==> config.mk <==
export PLATFORM = sky130hd
export DESIGN_NAME = diag_ctl_reg
export DESIGN_NICKNAME = d
export VERILOG_FILES = /design/src/rtl/diag_reg_pkg.sv /design/src/rtl/key_seq_tracker.sv /design/src/rtl/diag_flags.sv /design/src/rtl/diag_ctl_reg.sv
export SDC_FILE = /design/constraint.sdc
export NUM_CORES = 1
export LEC_CHECK = 0
export CELL_PAD_IN_SITES_DETAIL_PLACEMENT = 1
export CELL_PAD_IN_SITES_GLOBAL_PLACEMENT = 1
export CORE_MARGIN = 2
export CORE_UTILIZATION = 19
export DETAILED_ROUTE_END_ITERATION = 16
export MAX_ROUTING_LAYER = met4
export PLACE_DENSITY_LB_ADDON = 0.12
export SLEW_MARGIN = 0
export SYNTH_ARGS = -nofsm -noshare
export SYNTH_HDL_FRONTEND = slang
export SYNTH_SLANG_ARGS = --single-unit
==> constraint.sdc <==
create_clock -name clk -period 2.2 [get_ports clk]
set_input_delay 0.33 -clock clk [delete_from_list [all_inputs] [get_ports clk]]
set_output_delay 0.33 -clock clk [all_outputs]
set_load 0.02 [all_outputs]
==> src/rtl/diag_reg_pkg.sv <==
package diag_reg_pkg;
  localparam int BIT_HOLD    = 1;
  localparam int BIT_BADSIG  = 2;
  localparam int BIT_INHIBIT = 3;
  localparam int BIT_HIST    = 4;
  localparam int BIT_CLRBAD  = 5;
  localparam int BIT_WEN     = 7;

  typedef struct packed {
    logic clr_bad;
    logic clr_hist;
    logic inhibit;
    logic hold;
  } diag_wr_t;

  typedef struct packed {
    logic wen;
    logic hist;
    logic inhibit;
    logic badsig;
    logic hold;
  } diag_state_t;
endpackage

==> src/rtl/key_seq_tracker.sv <==
module key_seq_tracker #(
  parameter int DATA_W  = 32,
  parameter int KEY_LEN = 5,
  parameter logic [KEY_LEN*8-1:0] UNLOCK_KEY = 40'h5A_96_0F_A5_3C
) (
  input  logic              clk,
  input  logic              rst_n,
  input  logic              seq_wr,
  input  logic [DATA_W-1:0] seq_data,
  output logic              wr_en
);
  localparam int STEP_W = (KEY_LEN > 1) ? $clog2(KEY_LEN) : 1;
  localparam logic [STEP_W-1:0] LAST = STEP_W'(KEY_LEN - 1);

  logic [STEP_W-1:0] step_q;
  logic [DATA_W-1:0] expect_w;
  logic              hit;

  always_comb begin
    expect_w = '0;
    expect_w[7:0] = UNLOCK_KEY[8*int'(step_q) +: 8];
  end

  assign hit = (seq_data == expect_w);

  always_ff @(posedge clk or negedge rst_n) begin
    if (!rst_n) begin
      step_q <= '0;
      wr_en  <= 1'b0;
    end else if (seq_wr) begin
      if (!hit) begin
        step_q <= '0;
        wr_en  <= 1'b0;
      end else if (step_q == LAST) begin
        step_q <= '0;
        wr_en  <= 1'b1;
      end else begin
        step_q <= step_q + 1'b1;
      end
    end
  end

  // completing the sequence enables writes
  a_r3_unlock: assert property (@(posedge clk) disable iff (!rst_n)
    (seq_wr && hit && step_q == LAST) |=> wr_en);
  // the enable only rises on a key-register write
  a_r3_rise_src: assert property (@(posedge clk) disable iff (!rst_n)
    $rose(wr_en) |-> $past(seq_wr));
  // a wrong word revokes and restarts
  a_r4_revoke: assert property (@(posedge clk) disable iff (!rst_n)
    (seq_wr && !hit) |=> (!wr_en && step_q == '0));
endmodule

==> src/rtl/diag_flags.sv <==
module diag_flags
  import diag_reg_pkg::*;
(
  input  logic        clk,
  input  logic        rst_n,
  input  logic        diag_wr,
  input  diag_wr_t    wfld,
  input  logic        evt_bad_sig,
  input  logic        evt_hist,
  output diag_state_t st
);
  logic hold_q, bad_q, inh_q, hist_q;

  always_ff @(posedge clk or negedge rst_n) begin
    if (!rst_n) begin
      hold_q <= 1'b0;
      bad_q  <= 1'b0;
      inh_q  <= 1'b0;
      hist_q <= 1'b1;
    end else begin
      if (evt_bad_sig)                    hold_q <= 1'b1;
      else if (diag_wr)                   hold_q <= wfld.hold;
      if (evt_bad_sig)                    bad_q  <= 1'b1;
      else if (diag_wr && wfld.clr_bad)   bad_q  <= 1'b0;
      if (diag_wr)                        inh_q  <= wfld.inhibit;
      if (evt_hist)                       hist_q <= 1'b1;
      else if (diag_wr && wfld.clr_hist)  hist_q <= 1'b0;
    end
  end

  assign st.wen     = 1'b0;
  assign st.hist    = hist_q;
  assign st.inhibit = inh_q;
  assign st.badsig  = bad_q;
  assign st.hold    = hold_q;

  // the event sets both bits even under a clear
  a_r7_event_sets: assert property (@(posedge clk) disable iff (!rst_n)
    evt_bad_sig |=> (bad_q && hold_q));
  // the flag only falls on a host write
  a_r8_flag_sticky: assert property (@(posedge clk) disable iff (!rst_n)
    $fell(bad_q) |-> $past(diag_wr));
  // the hold bit only falls on a host write
  a_r8_hold_sticky: assert property (@(posedge clk) disable iff (!rst_n)
    $fell(hold_q) |-> $past(diag_wr));
  // a reset event sets history
  a_r9_hist_set: assert property (@(posedge clk) disable iff (!rst_n)
    evt_hist |=> hist_q);
endmodule

==> src/rtl/diag_ctl_reg.sv <==
module diag_ctl_reg
  import diag_reg_pkg::*;
#(
  parameter int ADDR_W = 8,
  parameter int DATA_W = 32,
  parameter int KEY_LEN = 5,
  parameter logic [KEY_LEN*8-1:0] UNLOCK_KEY = 40'h5A_96_0F_A5_3C,
  parameter logic [ADDR_W-1:0] SEQ_OFS  = 8'h04,
  parameter logic [ADDR_W-1:0] DIAG_OFS = 8'h08
) (
  input  logic              clk,
  input  logic              rst_n,
  input  logic [ADDR_W-1:0] reg_addr,
  input  logic [DATA_W-1:0] reg_wdata,
  input  logic              reg_we,
  output logic [DATA_W-1:0] reg_rdata,
  input  logic              evt_bad_sig,
  input  logic              evt_bus_rst,
  input  logic              evt_test_rst,
  output logic              cpu_hold,
  output logic              boot_inhibit
);
  logic        seq_wr, diag_wr, wr_en;
  diag_wr_t    wfld;
  diag_state_t fst;

  assign seq_wr  = reg_we && (reg_addr == SEQ_OFS);
  assign diag_wr = reg_we && (reg_addr == DIAG_OFS) && wr_en;

  assign wfld.clr_bad  = reg_wdata[BIT_CLRBAD];
  assign wfld.clr_hist = reg_wdata[BIT_HIST];
  assign wfld.inhibit  = reg_wdata[BIT_INHIBIT];
  assign wfld.hold     = reg_wdata[BIT_HOLD];

  key_seq_tracker #(
    .DATA_W(DATA_W), .KEY_LEN(KEY_LEN), .UNLOCK_KEY(UNLOCK_KEY)
  ) u_key (
    .clk(clk), .rst_n(rst_n), .seq_wr(seq_wr),
    .seq_data(reg_wdata), .wr_en(wr_en)
  );

  diag_flags u_flags (
    .clk(clk), .rst_n(rst_n), .diag_wr(diag_wr), .wfld(wfld),
    .evt_bad_sig(evt_bad_sig), .evt_hist(evt_bus_rst || evt_test_rst),
    .st(fst)
  );

  always_comb begin
    reg_rdata = '0;
    if (reg_addr == DIAG_OFS) begin
      reg_rdata[BIT_WEN]     = wr_en;
      reg_rdata[BIT_HIST]    = fst.hist;
      reg_rdata[BIT_INHIBIT] = fst.inhibit;
      reg_rdata[BIT_BADSIG]  = fst.badsig;
      reg_rdata[BIT_HOLD]    = fst.hold;
    end
  end

  assign cpu_hold     = fst.hold;
  assign boot_inhibit = fst.inhibit;

  // locked writes leave the outputs alone
  a_r2_locked: assert property (@(posedge clk) disable iff (!rst_n)
    (reg_we && reg_addr == DIAG_OFS && !wr_en && !evt_bad_sig)
      |=> ($stable(boot_inhibit) && $stable(cpu_hold)));
  // outputs only change on a write or an event
  a_r5_inhibit_src: assert property (@(posedge clk) disable iff (!rst_n)
    $changed(boot_inhibit) |-> $past(diag_wr));
endmodule

### Word level (Yosys, flattened, before mapping)

Index checks and enable logic that the tools add are counted.

* word-level logic and storage cells: 35
* bits in registers: 8
* input bits: 46

* equal/unequal tests: 5
* reductions and logical operators: 10
* muxes and demuxes: 12
* add/sub/neg operators: 1
* shift operators: 1

Operator list (count)
* $shiftx 40x7->8 const A: 1
* $eq 32x8->1: 1
* $mux 1: 9
* $eq 8x3->1 const B: 1
* $eq 8x4->1 const B: 1
* $mux 3: 2
* $reduce_bool 2->1: 3
* $logic_and 1x1->1: 5
* $mux 4: 1
* $add 3x1->3 const B: 1
* $eq 3x3->1 const B: 1
* $ne 2x2->1 const B: 1
* $reduce_and 2->1: 1
* $logic_or 1x1->1: 1

### Longest topological paths before layout

Gate-level depths: netlist of run 1.

* word-level depth: 6
* depth in mapped cells: 8
* mapped depth without buffers: 8

### Hierarchy

Synthesis of run 1 repeated with hierarchy kept, for this count alone.

* cells, all modules: 124
* area total of the unflattened synthesis: 1004.7 µm²

Modules (own cells, without submodules)
* key_seq_tracker: cells each 60, times used 1, area each 466.7 µm²
* diag_ctl_reg: cells each 47, times used 1, area each 346.6 µm²
* diag_flags: cells each 17, times used 1, area each 191.4 µm²

### Worst setup path before layout of run 1

Ideal clock, no wire load.

* path kind: flip-flop to flip-flop
* start point: reg u_key.step_q[1]
* end point: reg u_key.step_q[2]
* setup slack: 0.021 ns
* data arrival time: 2.097 ns
* required time: 2.118 ns
* period minus slack after synthesis: 2.179 ns
* cell stages (with the launch flop): 9
* cells stage by stage: dfrtp_1 inv_1 ha_1 or2b_1 xnor2_1 or3_1 nor4_4 nand2_2 o22ai_1

* word-level cells in the longest chain between the ends: 3
* elaborated cells between the ends (all ways): 6
* those cells by class: 1 x add/sub; 2 x eq/ne; 1 x shift; 2 x mux

Ends and longest elaborated chain
* start: declaration: RTL line key_seq_tracker.sv:15 `logic [STEP_W-1:0] step_q;`
* start signal: assignment: RTL line key_seq_tracker.sv:38 `step_q <= step_q + 1'b1;`
* $shiftx 40x7->8 (tied with other cells): RTL line key_seq_tracker.sv:21 `expect_w[7:0] = UNLOCK_KEY[8*int'(step_q) +: 8];`
* $eq 32x8->1 / $mux 3 (equally long branches): RTL line key_seq_tracker.sv:24, key_seq_tracker.sv:34
* $mux 3 *: RTL line key_seq_tracker.sv:31 `if (!hit) begin`

Every way passes the cells marked *; elsewhere a longest branch is shown, timed or not.
A chain may end at the register's enable or synchronous reset.

### Worst setup path in the final report of run 1

* start point: in reg_wdata[17]
* end point: reg u_key.wr_en

* word-level cells in the longest chain between the ends: 3
* elaborated cells between the ends (all ways): 4
* those cells by class: 2 x eq/ne; 1 x mux; 1 x reduce/logical

Ends and longest elaborated chain
* start: declaration: RTL line diag_ctl_reg.sv:14 `input logic [DATA_W-1:0] reg_wdata,`
* $eq 32x8->1 *: RTL line key_seq_tracker.sv:24 `assign hit = (seq_data == expect_w);`
* $ne 2x2->1 (no source line)
* $reduce_and 2->1 (no source line)
* end signal: assignment: RTL line key_seq_tracker.sv:29 `wr_en <= 1'b0;`
* end signal: assignment: RTL line key_seq_tracker.sv:33 `wr_en <= 1'b0;`
* end signal: assignment: RTL line key_seq_tracker.sv:36 `wr_en <= 1'b1;`
* end: declaration: RTL line key_seq_tracker.sv:10 `output logic wr_en`

Marked as above.

==> results.md, run 1 <==
* Aggregate global-route resource usage at 11.6%
* Hold violation count in the final report at 0
* CTS tree: done
* Cts bufs inserted at 3
* Clock Skews at 0.00723 ns
* Portion of the post-synthesis area used by sequential elements at 21.6%
* Cell types with the largest area share after synthesis: sky130_fd_sc_hd__buf_4 (22%), sky130_fd_sc_hd__dfrtp_1 (19%), sky130_fd_sc_hd__nand2_1 (6.0%)
* Post-layout net count at 232
* Number of search-and-repair iterations in the first detailed-routing pass at 4
* Post-DR vias/cell at 3.90
* Distinct cells, synth at 36
* Length in cells of the worst reg-to-reg path at 9
* Placed standard-cell area at 1500 um2
* Clk buf depth at 2
* Total overflow reported by the global router at 0
* CP endpoint kind: flop
* Number of max-cap violations at 0
* Outcome: finished clean
* Die height at 74.0 um
* Number of warnings issued by yosys at 0
* Buffer cell driving the clock tree root: sky130_fd_sc_hd__clkbuf_8
* Wire length of the first global-routing pass at 4.81 mm
* Final non-filler cell area at 1590 um2
* Number of enable flip-flop cells after synthesis at 0
* Pins Over Slew Limit at 0
* Routability cong. at 0.752
* Boundary Pins at 80
* Avg Inst Size Synth at 8.24 um2
* Share of flip-flops with an asynchronous set or reset at 100%
* Cell type contributing the most total cell area after synthesis: sky130_fd_sc_hd__buf_4
* Hold Buf Count CTS at 0
* Most frequent cell after synthesis: sky130_fd_sc_hd__buf_4
* Total detailed-routing wirelength at 2.97 mm
* Number of global-route vias before repair at 1035
* Achievable frequency at 476 MHz
* H-Tree Level Count at 1
* Critical R2R Launch: u_key.step_q[0]$_DFFE_PN0P_
* Final period demand of the worst path at 2.10 ns
* Register-to-register setup slack at 0.15 ns
* Detailed Route Iter0 Violations at 19
* Final cycle utilization of the critical path at 95.6%
* Starting utilization of the core area at 19.7%
* Crit start category: primary input
* Antenna cells at 0
* Utilization of the core after routing at 33.7%
* Non-Filler Instances at 248
* Final HPWL DP at 2.59 mm
* Number of vias in the routed layout at 968
* Horizontal die dimension at 74.0 um
* Worst hold slack across all endpoints at 0.391 ns
* Hold/Removal Path Class: in -> async
* Cell count after placement at 241
* Worst setup path class: in -> reg
* Post-detailed-route DRC marker count at 0
* Number of setup violations in the final report at 0
* Clock net sink count at 8
* Worst-path fanout max at 4
* Post-Syn Instances at 113
* Fraction of layout instances using a drive strength above 1 at 19.3%
* Power after layout at 556 uW
* Top cell types by occurrence after synthesis: sky130_fd_sc_hd__buf_4 (27), sky130_fd_sc_hd__nand2_1 (15), sky130_fd_sc_hd__nor4_1 (8)
* Pleak at 0.684 nW
* Largest vdd supply drop at 0.155 mV
* Clock slew seen by the registers of the worst setup and hold paths at 0.05 ns
* Top cell type's share of synthesized area at 21.8%
* Average wire per cell in the routed design at 12.0 um
* Die footprint at 5480 um2
* Area growth from synthesis to layout at 71.2%
* Routed Antenna Nets at 0
* Worst EP arrival at 2.27 ns
* Flip-flop and latch count after synthesis at 8
* Power per Cell Area at 349 nW/um2
* Required time worst endpoint at 2.37 ns
* Clock insertion delay at the later pin of the skew report at 0.23 ns
* Area of the mapped netlist at 931 um2
* IO Port Bufs at 52
* Initial antenna violation count at 0
* R2R Path End: u_key.wr_en$_DFFE_PN0P_
* Standard-cell rows at 25
* Most instantiated flip-flop cell in the synthesis netlist: sky130_fd_sc_hd__dfrtp_1
* CORE AREA at 4720 um2
* Pin count of the biggest net entering global routing at 12
how the worst max path moves through the flow:
stage	from	end	slack, ns	cells past startpoint
after floorplan	u_key.step_q[1]$_DFFE_PN0P_	u_key.step_q[2]$_DFFE_PN0P_	0.02	8
after global placement	reg_addr[5]	reg_rdata[4]	-0.31	6
after detailed placement	reg_addr[5]	reg_rdata[4]	-0.42	6
after CTS	reg_addr[5]	reg_rdata[7]	0.01	6
after global routing	reg_addr[7]	reg_rdata[2]	-0.001	7
final	reg_wdata[17]	u_key.wr_en$_DFFE_PN0P_	0.1	8
report_power, final:
| part | switching [mW] | total, mW | leakage (nW) | internal, mW |
|---|---|---|---|---|
| clock | 0.0624 | 0.188 | 0.0228 | 0.126 |
| combinational | 0.100 | 0.209 | 0.577 | 0.109 |
| sequential | 0.00694 | 0.159 | 0.0840 | 0.152 |
registers in the layout, indices dropped and copies added, names as in the netlist:
register and count:
u_key.step_q 3, u_flags.bad_q 1, u_flags.hist_q 1, u_flags.hold_q 1, u_flags.inh_q 1, u_key.wr_en 1
area by class of cell:
class,count,area [um2]
sequential,8,201
multi-input combinational,99,631
timing repair buffer,66,618
tap,67,83.8
clock buffer,4,45.0
fill,571,3130
inverter,4,15.0
per-layer routing:
metal / vias to the layer above / GRT usage (%) / routed length, um
li1: 479 / - / -
met1: 460 / 13.7 / 1190
met4: 0 / 3.64 / 21
met3: 2 / 1.90 / 125
met2: 27 / 20.2 / 1640
met5: - / - / 0
critical path, stage by stage:
cell	delay (ns)
sky130_fd_sc_hd__clkdlybuf4s50_1	0.40
sky130_fd_sc_hd__nor4_1	0.36
sky130_fd_sc_hd__nand4_1	0.14
sky130_fd_sc_hd__or3_4	0.42
sky130_fd_sc_hd__nor4_4	0.34
sky130_fd_sc_hd__buf_4	0.17
sky130_fd_sc_hd__nor2_1	0.03
sky130_fd_sc_hd__nor2_1	0.07
through the flow:
stage / worst slack, ns / TNS [ns]
after floorplan: 0.0207 / 0
after global placement: -0.311 / -1.86
after detailed placement: -0.422 / -2.58
after CTS: 0.0108 / 0
after global routing: -0.00110 / -0.00110
final: 0.0978 / 0
what timing repair did:
item                       4_1_cts  5_1_grt
setup endpoints to repair        6        9
hold endpoints to repair         0        0
setup buffers                    2        1
pin swaps                        3        7
gates resized for setup         15       14
kinds of logic after synthesis:
family / count (synthesis) / synth area share, %
adder cells (fa/ha/maj): 4 / 5.38
other: 1 / 0.403
AND/OR/NAND/NOR: 51 / 32.4
XOR/XNOR: 2 / 1.88
multiplexers: 1 / 1.08
flip-flops: 8 / 21.6
AO/OA/AOI/OAI: 14 / 12.6
buffers and inverters: 32 / 24.6
cells in the final DEF (no fill, tap or decap), types with 2 or more instances in the layout:
cell                               n
sky130_fd_sc_hd__nand4_1           3
sky130_fd_sc_hd__buf_4            14
sky130_fd_sc_hd__inv_1             3
sky130_fd_sc_hd__dfrtp_1           7
sky130_fd_sc_hd__o21ai_0           3
sky130_fd_sc_hd__buf_6             2
sky130_fd_sc_hd__nor4_1            8
sky130_fd_sc_hd__conb_1           27
sky130_fd_sc_hd__clkdlybuf4s50_1  45
sky130_fd_sc_hd__ha_1              3
sky130_fd_sc_hd__nor2_1            6
sky130_fd_sc_hd__and2_1            4
sky130_fd_sc_hd__clkbuf_2          3
sky130_fd_sc_hd__nand2_1          15
sky130_fd_sc_hd__o22ai_1           2
sky130_fd_sc_hd__dlymetal6s2s_1    2
sky130_fd_sc_hd__nand3b_1          2
sky130_fd_sc_hd__a21oi_1           2
sky130_fd_sc_hd__clkbuf_8          3
Note: power is estimated with default switching activity, not from simulation.
==> run 2, diff against run 1 <==
- CORE_UTILIZATION: 19 -> 36
- CTS_CLUSTER_SIZE: default -> 25
- DONT_BUFFER_PORTS: default -> 1
==> run 2 against run 1 <==
Sequential cell count is the same. Core utilization grew 5.2 points. Power decreased by 27%. Global-route usage is 2.2 points higher. Via count decreased by 22%. Final cell count down 39%. Count of clock-buffer cells in the layout is the same.
==> results.md, run 2 (synthesis results as in run 1) <==
* Clock insertion delay at the later pin of the skew report at 0.27 ns (+0.04 ns)
* Non-Filler Instances at 151 (-39%)
* Hold/Removal Path Class: in -> reg
* Boundary Pins at 80 (unchanged)
* Horizontal die dimension at 54.9 um (-26%)
* Post-route setup slack at 0.101 ns (+0.00330 ns)
* Cell depth of the worst hold path at 1
* Antenna cells at 0 (unchanged)
* H-Tree Level Count at 1 (unchanged)
* Last element of the critical path: u_key.step_q[2]$_DFFE_PN0P_
* Pin count of the biggest net entering global routing at 9 (-3)
* R2R Path End: u_key.step_q[2]$_DFFE_PN0P_
* Cell count after placement at 146 (-39%)
* Most common cell after layout, fill and taps aside: sky130_fd_sc_hd__conb_1
* Standard-cell rows at 18 (-28%)
* Die height at 54.9 um (-26%)
* CP endpoint kind: flop
* Met2 usage in global routing at 24.2% (+4.0 points)
* Largest vdd supply drop at 0.213 mV (+37%)
* Number of setup violations in the final report at 0 (unchanged)
* Global-route met1 utilization at 15.8% (+2.1 points)
* Final cycle utilization of the critical path at 95.4% (-0.15 points)
* Number of flip-flops in the largest register at 3 (unchanged)
* IO Port Bufs at 0 (-100%)
* Area growth from synthesis to layout at 2.69%
* CORE AREA at 2450 um2 (-48%)
* Starting utilization of the core area at 37.9% (+18 points)
* Outcome: finished clean
* Pre-CTS setup slack at 0.00436 ns (+0.426 ns)
* Post-DR vias/cell at 4.99 (+28%)
* Cts bufs inserted at 3 (unchanged)
* Post-CTS Setup Repair Bufs at 0 (-2)
* Aggregate global-route resource usage at 13.8% (+2.2 points)
* Post-detailed-route DRC marker count at 0 (unchanged)
* Clock slew seen by the registers of the worst setup and hold paths at 0.07 ns (+0.02 ns)
* Worst EP arrival at 2.29 ns (+0.02 ns)
* Clk buf depth at 2 (unchanged)
* Fraction of layout instances using a drive strength above 1 at 18.2% (-1.2 points)
* Routed Antenna Nets at 0 (unchanged)
* Final period demand of the worst path at 2.10 ns (-0.00330 ns)
* Sum of negative setup slack at 0 ns (unchanged)
* Critical R2R Launch: u_key.step_q[1]$_DFFE_PN0P_
* Number of global-route vias before repair at 687 (-34%)
* Total detailed-routing wirelength at 2.11 mm (-29%)
* Pleak at 0.398 nW (-42%)
* Die footprint at 3010 um2 (-45%)
* Post-layout net count at 172 (-26%)
* Length in cells of the worst reg-to-reg path at 8 (-1)
* Most flop-heavy register: u_key.step_q
* Register-to-register setup slack at 0.10 ns (-0.05 ns)
* Pins Over Slew Limit at 0 (unchanged)
* Number of search-and-repair iterations in the first detailed-routing pass at 2 (-2)
* Number of max-cap violations at 0 (unchanged)
* Clock Skews at 0.0103 ns (+0.00304 ns)
* Wire length of the first global-routing pass at 2.86 mm (-40%)
* Total overflow reported by the global router at 0 (unchanged)
* Commonest cells after routing, fill and taps aside: sky130_fd_sc_hd__conb_1 (27), sky130_fd_sc_hd__nand2_1 (15), sky130_fd_sc_hd__nor4_1 (8), sky130_fd_sc_hd__dfrtp_1 (7), sky130_fd_sc_hd__nor2_1 (6)
* Achievable frequency at 476 MHz (+0.16%)
* Required time worst endpoint at 2.39 ns (+0.02 ns)
* Unrepaired setup endpoints after global routing: false
* Initial antenna violation count at 0 (unchanged)
* Routability cong. at 0.821 (+9.2%)
* Number of vias in the routed layout at 754 (-22%)
* GR met3 Demand/Resource at 2.19% (+0.29 points)
* Routing layer with the top usage in global route: met2
* Worst-path fanout max at 4 (unchanged)
* Detailed Route Iter0 Violations at 6 (-13)
* Buffer cell driving the clock tree root: sky130_fd_sc_hd__clkbuf_4
* Clock net sink count at 8 (unchanged)
* CTS tree: done
* Hold violation count in the final report at 0 (unchanged)
* Power per Cell Area at 426 nW/um2 (+22%)
* Crit start category: flop
* Final HPWL DP at 1.82 mm (-30%)
* Average wire per cell in the routed design at 14.0 um (+16%)
* Start point of the critical path: u_key.step_q[1]$_DFFE_PN0P_
* Worst setup path class: reg -> reg
-- run 2: cell types whose count changed in the layout (fill, tap and decap cells not counted), sizes merged --
cell | before | now
buf | 16 | 5
clkbuf | 7 | 4
clkdlybuf4s50 | 45 | 0
dlygate4sd3 | 0 | 1
dlymetal6s2s | 2 | 0
-- run 2: metrics by stage --
step | utilization (%) | hold WS, ns | power (mW) | cell area, um2
2_1_floorplan | - | 0.0344 | 0.284 | 1030
3_3_place_gp | 36.2 | 0.0346 | 0.265 | 890
3_5_place_dp | 36.2 | 0.0346 | 0.268 | 890
4_1_cts | 37.7 | 0.154 | 0.404 | 926
5_1_grt | 38.9 | 0.147 | 0.431 | 956
6_report | 38.9 | 0.160 | 0.407 | 956
-- run 2: worst min-delay path by stage --
| stage | from | to | slack [ns] |
|---|---|---|---|
| floorplan | rst_n | u_flags.bad_q$_DFFE_PN0P_ | 0.03 |
| global placement | rst_n | u_flags.bad_q$_DFFE_PN0P_ | 0.03 |
| detailed placement | rst_n | u_flags.hold_q$_DFFE_PN0P_ | 0.03 |
| CTS | evt_bad_sig | u_flags.bad_q$_DFFE_PN0P_ | 0.15 |
| global route | evt_bad_sig | u_flags.bad_q$_DFFE_PN0P_ | 0.15 |
| finish | evt_bad_sig | u_flags.bad_q$_DFFE_PN0P_ | 0.16 |
-- run 2: layout make-up --
cell class	count	area [um2]
fillers	318	1500
multi-input cells	99	628
flip-flops and latches	8	201
repair buffers	6	47.5
well taps	30	37.5
clock buffers	4	26.3
inverters	4	15.0
-- run 2: timing repair --
action                                  CTS  global route
hold buffers                              1             0
cloned                                    0             0
endpoints found under the setup margin    2             2
pin swaps                                 1             3
resized for setup                         0             6
endpoints found under the hold margin     8             0
-- run 2: critical path, cell delays in order, from the launching register on --
cell and delay, ns:
sky130_fd_sc_hd__dfrtp_1 0.36, sky130_fd_sc_hd__inv_2 0.06, sky130_fd_sc_hd__ha_4 0.26, sky130_fd_sc_hd__or2b_1 0.24
sky130_fd_sc_hd__xnor2_1 0.12, sky130_fd_sc_hd__or3_4 0.37, sky130_fd_sc_hd__nor4_4 0.32, sky130_fd_sc_hd__nand2_2 0.13
sky130_fd_sc_hd__o22ai_2 0.15
-- run 2: metal layers --
layer / up-vias / wire length, um
met5: - / 0
met4: 0 / 24
met3: 2 / 186
met2: 42 / 1060
met1: 354 / 833
li1: 356 / -
-- run 2: report_power, final --
part | internal [mW] | switching, mW
clock | 0.0699 | 0.0598
sequential | 0.152 | 0.00423
combinational | 0.0374 | 0.0837
total | 0.259 | 0.148
